<file path="config.mk">
export PLATFORM = sky130hd
export DESIGN_NAME = brFlagUnit
export DESIGN_NICKNAME = d
export VERILOG_FILES = /design/src/rtl/brPkg.sv /design/src/rtl/brCtrl.sv /design/src/rtl/brDatapath.sv /design/src/rtl/brFlagUnit.sv
export SDC_FILE = /design/constraint.sdc
export NUM_CORES = 1
export LEC_CHECK = 0
export ABC_AREA = 0
export ABC_CLOCK_PERIOD_IN_PS = 14200
export CORE_UTILIZATION = 47
export CTS_CLUSTER_DIAMETER = 200
export CTS_CLUSTER_SIZE = 28
export DETAILED_ROUTE_END_ITERATION = 10
export HOLD_SLACK_MARGIN = 0.06
export PLACE_DENSITY = 0.86
export SKIP_LAST_GASP = 1
export SYNTH_ARGS = -nofsm -noshare
export SYNTH_HDL_FRONTEND = slang
export SYNTH_SLANG_ARGS = --single-unit
</file>
<file path="constraint.sdc">
create_clock -name clk -period 14.2 [get_ports clk]
set_input_delay 2.84 -clock clk [delete_from_list [all_inputs] [get_ports clk]]
set_output_delay 2.84 -clock clk [all_outputs]
set_load 0.01 [all_outputs]
</file>
<file path="src/rtl/brPkg.sv">
package brPkg;

  typedef enum logic [2:0] {
    KIND_SEQ    = 3'd0,
    KIND_SUBCMP = 3'd1,
    KIND_MUL    = 3'd2,
    KIND_JUMP   = 3'd3,
    KIND_CALL   = 3'd4,
    KIND_RET    = 3'd5,
    KIND_STOP   = 3'd6,
    KIND_SPARE  = 3'd7
  } opKindT;

  localparam logic [2:0] COND_ALWAYS = 3'd0;
  localparam logic [2:0] COND_ZSET   = 3'd1;
  localparam logic [2:0] COND_ZCLR   = 3'd2;
  localparam logic [2:0] COND_CSET   = 3'd3;
  localparam logic [2:0] COND_CCLR   = 3'd4;

  // strobes handed from control to datapath
  typedef struct packed {
    logic exec;      // instruction acts this cycle
    logic updSub;    // Z/C from subtract/compare
    logic updMul;    // Z from multiply
    logic takeAbs;   // target = absolute immediate
    logic takeRel;   // target = next + offset
    logic takeLink;  // target = link register
    logic callLink;  // write return address
    logic stop;      // halt request
  } ctrlStrobeT;

endpackage

</file>
<file path="src/rtl/brCtrl.sv">
module brCtrl
  import brPkg::*;
(
  input  logic       clk,
  input  logic       rstN,
  input  logic       instValid,
  input  logic [2:0] opKind,
  input  logic [2:0] condSel,
  input  logic       relMode,
  input  logic       flagZ,
  input  logic       flagC,
  input  logic       fault,
  input  logic       halted,
  output ctrlStrobeT strb
);

  logic condOk;

  always_comb begin
    unique case (condSel)
      COND_ALWAYS: condOk = 1'b1;
      COND_ZSET:   condOk = flagZ;
      COND_ZCLR:   condOk = !flagZ;
      COND_CSET:   condOk = flagC;
      COND_CCLR:   condOk = !flagC;
      default:     condOk = 1'b0;
    endcase
  end

  always_comb begin
    strb = '0;
    strb.exec = instValid && !fault && !halted;
    unique case (opKindT'(opKind))
      KIND_SUBCMP: strb.updSub = 1'b1;
      KIND_MUL:    strb.updMul = 1'b1;
      KIND_JUMP: begin
        strb.takeAbs = condOk && !relMode;
        strb.takeRel = condOk && relMode;
      end
      KIND_CALL: begin
        strb.takeAbs  = !relMode;
        strb.takeRel  = relMode;
        strb.callLink = 1'b1;
      end
      KIND_RET:  strb.takeLink = 1'b1;
      KIND_STOP: strb.stop = 1'b1;
      default: ;
    endcase
  end


  one_target_chk: assert property (@(posedge clk) disable iff (!rstN)
    $onehot0({strb.takeAbs, strb.takeRel, strb.takeLink}));

endmodule

</file>
<file path="src/rtl/brDatapath.sv">
module brDatapath
  import brPkg::*;
#(
  parameter int PC_W   = 16,
  parameter int DATA_W = 32,
  parameter int OFF_W  = 8
) (
  input  logic              clk,
  input  logic              rstN,
  input  ctrlStrobeT        strb,
  input  logic [DATA_W-1:0] opA,
  input  logic [DATA_W-1:0] opB,
  input  logic [PC_W-1:0]   absTarget,
  input  logic [OFF_W-1:0]  relOffset,
  input  logic [PC_W-1:0]   linkIn,
  input  logic [PC_W:0]     progLen,
  output logic [PC_W-1:0]   pc,
  output logic              linkWe,
  output logic [PC_W-1:0]   linkData,
  output logic              flagZ,
  output logic              flagC,
  output logic              fault,
  output logic              halted
);

  localparam int EXT_W = PC_W + 2;

  logic signed [EXT_W-1:0] seqPc, offExt, relSum, target, lenExt;
  logic outOfRange;

  always_comb begin
    seqPc  = $signed({2'b00, pc}) + EXT_W'(1);
    offExt = $signed({{(EXT_W-OFF_W){relOffset[OFF_W-1]}}, relOffset});
    relSum = seqPc + offExt;
    lenExt = $signed({1'b0, progLen});
    if (strb.takeAbs)       target = $signed({2'b00, absTarget});
    else if (strb.takeRel)  target = relSum;
    else if (strb.takeLink) target = $signed({2'b00, linkIn});
    else                    target = seqPc;
    outOfRange = target[EXT_W-1] || (target >= lenExt);
  end

  assign linkWe   = strb.exec && strb.callLink && !outOfRange;
  assign linkData = seqPc[PC_W-1:0];

  always_ff @(posedge clk or negedge rstN) begin
    if (!rstN) begin
      pc     <= '0;
      flagZ  <= 1'b0;
      flagC  <= 1'b0;
      fault  <= 1'b0;
      halted <= 1'b0;
    end else if (strb.exec) begin
      if (strb.stop) begin
        halted <= 1'b1;
      end else if (outOfRange) begin
        fault <= 1'b1;
      end else begin
        pc <= target[PC_W-1:0];
        if (strb.updSub) begin
          flagZ <= (opA == opB);
          flagC <= !(opA < opB);
        end else if (strb.updMul) begin
          flagZ <= (opA == '0) || (opB == '0);
        end
      end
    end
  end


  fault_sticky_chk: assert property (@(posedge clk) disable iff (!rstN)
    fault |=> fault);


  halt_sticky_chk: assert property (@(posedge clk) disable iff (!rstN)
    halted |=> halted);


  frozen_state_chk: assert property (@(posedge clk) disable iff (!rstN)
    (fault || halted) |=> ($stable(pc) && $stable(flagZ) && $stable(flagC)));


  idle_hold_chk: assert property (@(posedge clk) disable iff (!rstN)
    !strb.exec |=> ($stable(pc) && $stable(flagZ) && $stable(flagC)
                    && $stable(fault) && $stable(halted)));


  link_live_chk: assert property (@(posedge clk) disable iff (!rstN)
    linkWe |-> (!fault && !halted));

endmodule

</file>
<file path="src/rtl/brFlagUnit.sv">
module brFlagUnit
  import brPkg::*;
#(
  parameter int PC_W   = 16,
  parameter int DATA_W = 32,
  parameter int OFF_W  = 8
) (
  input  logic              clk,
  input  logic              rstN,
  input  logic              instValid,
  input  logic [2:0]        opKind,
  input  logic [2:0]        condSel,
  input  logic              relMode,
  input  logic [DATA_W-1:0] opA,
  input  logic [DATA_W-1:0] opB,
  input  logic [PC_W-1:0]   absTarget,
  input  logic [OFF_W-1:0]  relOffset,
  input  logic [PC_W-1:0]   linkIn,
  input  logic [PC_W:0]     progLen,
  output logic [PC_W-1:0]   pc,
  output logic              linkWe,
  output logic [PC_W-1:0]   linkData,
  output logic              flagZ,
  output logic              flagC,
  output logic              fault,
  output logic              halted
);

  ctrlStrobeT strb;

  brCtrl ctrlInst (
    .clk(clk), .rstN(rstN), .instValid(instValid), .opKind(opKind),
    .condSel(condSel), .relMode(relMode), .flagZ(flagZ), .flagC(flagC),
    .fault(fault), .halted(halted), .strb(strb)
  );

  brDatapath #(.PC_W(PC_W), .DATA_W(DATA_W), .OFF_W(OFF_W)) dpInst (
    .clk(clk), .rstN(rstN), .strb(strb), .opA(opA), .opB(opB),
    .absTarget(absTarget), .relOffset(relOffset), .linkIn(linkIn),
    .progLen(progLen), .pc(pc), .linkWe(linkWe), .linkData(linkData),
    .flagZ(flagZ), .flagC(flagC), .fault(fault), .halted(halted)
  );

endmodule

</file>
==> results.json <==
{
  "outcome": "complete, no violations",
  "tns_ps": 0,
  "ctsResizeCount": 0,
  "place_congestion": 0.899,
  "die_w_um": 92.1,
  "area_growth_syn_to_layout_pct": 47.3,
  "cts_setup_buffers": 0,
  "p_per_area_nw_per_um2": 44.2,
  "max_freq_mhz": 96.6,
  "multi_input_area_sq_um": 3060,
  "required_ps": 11360,
  "yosysWarnings": 0,
  "numCtsBuffers": 3,
  "dp.cells": 729,
  "max_stage_delay_ps": 540,
  "dp_hpwl_um": 10400,
  "ys_seq_area_share_pct": 13.1,
  "synthArstFlopShare_pct": 100,
  "layout_common_cells": "167 x clkdlybuf4s50_1, 69 x ha_1, 56 x inv_1, 34 x a21oi_1, 33 x nor2_1",
  "cp_max_fo": 5,
  "fin_ws_ps": 3850,
  "path_cells": "clkdlybuf4s50_1 > ha_1 > fa_1 > a211oi_1 > o21bai_1 > o221ai_1 > a21boi_0 > a31oi_1 > o21ai_0 > xnor2_1 > o22ai_1 > ha_1 > a2111o_1 > nor4_1 > o21ai_0 > nand3_1 > o211ai_2 > nor2_1 > clkdlybuf4s50_1",
  "grt_pass1_vias": 4180,
  "report.final.slew_viol_count": 0,
  "synth-main-ff-cell": "dfrtp_1",
  "clkLatencyLatePin_ps": 250,
  "syn_area_sq_um": 3820,
  "wire_per_inst_um": 16.1,
  "port_buffers": 167,
  "hp-class": "flip-flop to flip-flop",
  "cts-root-buf": "clkbuf_8",
  "vias_per_cell": 5.73,
  "peakVddDrop_v": 0.0000310,
  "path_class": "primary input to output port",
  "ys_ff_latch": 20,
  "final_common_cell": "clkdlybuf4s50_1",
  "clock_skew_ps": 3.46,
  "grt_pass1_wl_um": 19000,
  "cts_tree": "built",
  "dr.pass1.iters": 4,
  "path_delay_family": "compound AO/OA/AOI/OAI gates",
  "layout.cells.non_filler": 732,
  "slew_headroom_pct": 32.2,
  "cp-start-kind": "primary input",
  "fin_crit_sh_pct": 72.9,
  "overflow": 0,
  "synth_edf_count": 0,
  "path_clk_slew_ps": 70,
  "start_util_pct": 48.9,
  "path_buf_inv": 2,
  "hold_violations": 0,
  "drcViolationCount": 0,
  "synthCells": 468,
  "num_vias": 4198,
  "final_core_utilization_pct": 72.0,
  "cts.sinks": 20,
  "n_antenna_cell": 0,
  "postCtsHoldBufs": 0,
  "die_h_um": 92.1,
  "period_needed_ps": 10350,
  "regArea_sq_um": 500,
  "syn_nets": 669,
  "avgSynthCellArea_sq_um": 8.16,
  "core_sq_um": 7810,
  "ant_nets": 0,
  "rsz0062_at_grt": "false",
  "groute.usage.overall_pct": 27.7,
  "leakagePower_nw": 2.69,
  "antenna_found_initial": 0,
  "num_rows": 32,
  "cp_data_arrival_time_ps": 7510,
  "endpoint_kind": "output port",
  "ios": 168,
  "drive_gt1_share_pct": 6.19,
  "drtIter0Drc": 147,
  "grt_start_max_net_pins": 35,
  "fillers": 619,
  "fin_nets": 833,
  "crit_path_top_delay_cell": "clkdlybuf4s50_1",
  "setup_viol": 0,
  "place_ws_ps": 3900,
  "synth_cell_type_count": 53,
  "wirelength_um": 11800,
  "cap_violations": 0,
  "cts_max_level": 1,
  "clk_path_buf_depth": 2,
  "dieArea_sq_um": 8490,
  "worstMarginPinSlew_ps": 1020
}
cells by family (layout without fill, tap and decap cells):
logic type	after synthesis	after routing	share of synthesized area (%)
AO/OA/AOI/OAI	107	107	18.2
multiplexers	48	48	14.4
adder cells (fa/ha/maj)	70	70	23.1
XOR/XNOR	29	29	6.65
AND/OR/NAND/NOR	128	128	17.4
buffers and inverters	66	228	7.18
flip-flops	20	20	13.1
power breakdown:
part | switching [W] | internal (W)
Sequential | 0.00000336 | 0.0000591
Combinational | 0.0000683 | 0.0000823
Clock | 0.0000167 | 0.0000188
Total | 0.0000884 | 0.000160
flip-flops by register name (all words and copies together), names as in the netlist:
register	cells
dpInst.halted	1
dpInst.flagZ	1
dpInst.fault	1
dpInst.pc	16
dpInst.flagC	1
synthesized netlist by cell type, drive strengths merged (3+ instances only):
master | number | area (sq um)
nand2 | 17 | 63.8
nor2 | 33 | 124
xnor2 | 21 | 184
nand4 | 15 | 93.8
nand3 | 9 | 45.0
mux2 | 27 | 338
nor3 | 8 | 40.0
xor2 | 8 | 70.1
and3 | 8 | 50.1
a21oi | 34 | 170
mux2i | 21 | 210
nand3b | 4 | 30.0
a211oi | 4 | 35.0
ha | 69 | 863
clkbuf | 5 | 18.8
inv | 56 | 210
o21ai | 23 | 119
o211ai | 6 | 55.1
a21o | 9 | 67.6
a31oi | 3 | 18.8
nor4 | 17 | 106
dfrtp | 20 | 500
o22ai | 3 | 18.8
o21a | 6 | 45.0
buf | 5 | 45.0
nor2b | 6 | 37.5
nand2b | 5 | 31.3
per-layer routing:
layer	vias to the layer above	routed length [um]	global-route usage (%)
li1	2059	-	-
met1	1898	4600	31.2
met2	210	5950	52.0
met3	31	913	4.15
met4	0	331	10.2
met5	-	0	0
worst paths after layout:
kind                                           from                        end  slack [ps]  cells past startpoint
min                        dpInst.fault$_DFFE_PN0P_   dpInst.fault$_DFFE_PN0P_         510                      1
min reg2reg                dpInst.fault$_DFFE_PN0P_   dpInst.fault$_DFFE_PN0P_         510                      1
min in group asynchronous                      rstN   dpInst.pc[2]$_DFFE_PN0P_        3110                      1
max in group asynchronous                      rstN  dpInst.pc[10]$_DFFE_PN0P_       10530                      1
max reg2reg                dpInst.pc[2]$_DFFE_PN0P_   dpInst.pc[6]$_DFFE_PN0P_        8470                     20
max                                    relOffset[0]                     linkWe        3850                     19
layout make-up:
type / count / area share (%)
Clock buffer: 3 / 0.734
Inverter: 56 / 3.74
Multi-Input combinational cell: 382 / 54.4
Sequential cell: 20 / 8.90
Tap cell: 102 / 2.27
Timing Repair Buffer: 169 / 30.0
per-stage QoR:
stage	power (W)	hold slack [ps]	instance area [sq um]
6_report	0.000249	514	5620
5_1_grt	0.000267	520	5620
4_1_cts	0.000250	513	5620
3_5_place_dp	0.000213	497	5580
3_3_place_gp	0.000206	475	5580
2_1_floorplan	0.000140	514	3820
Note: power is estimated with default switching activity, not from simulation.
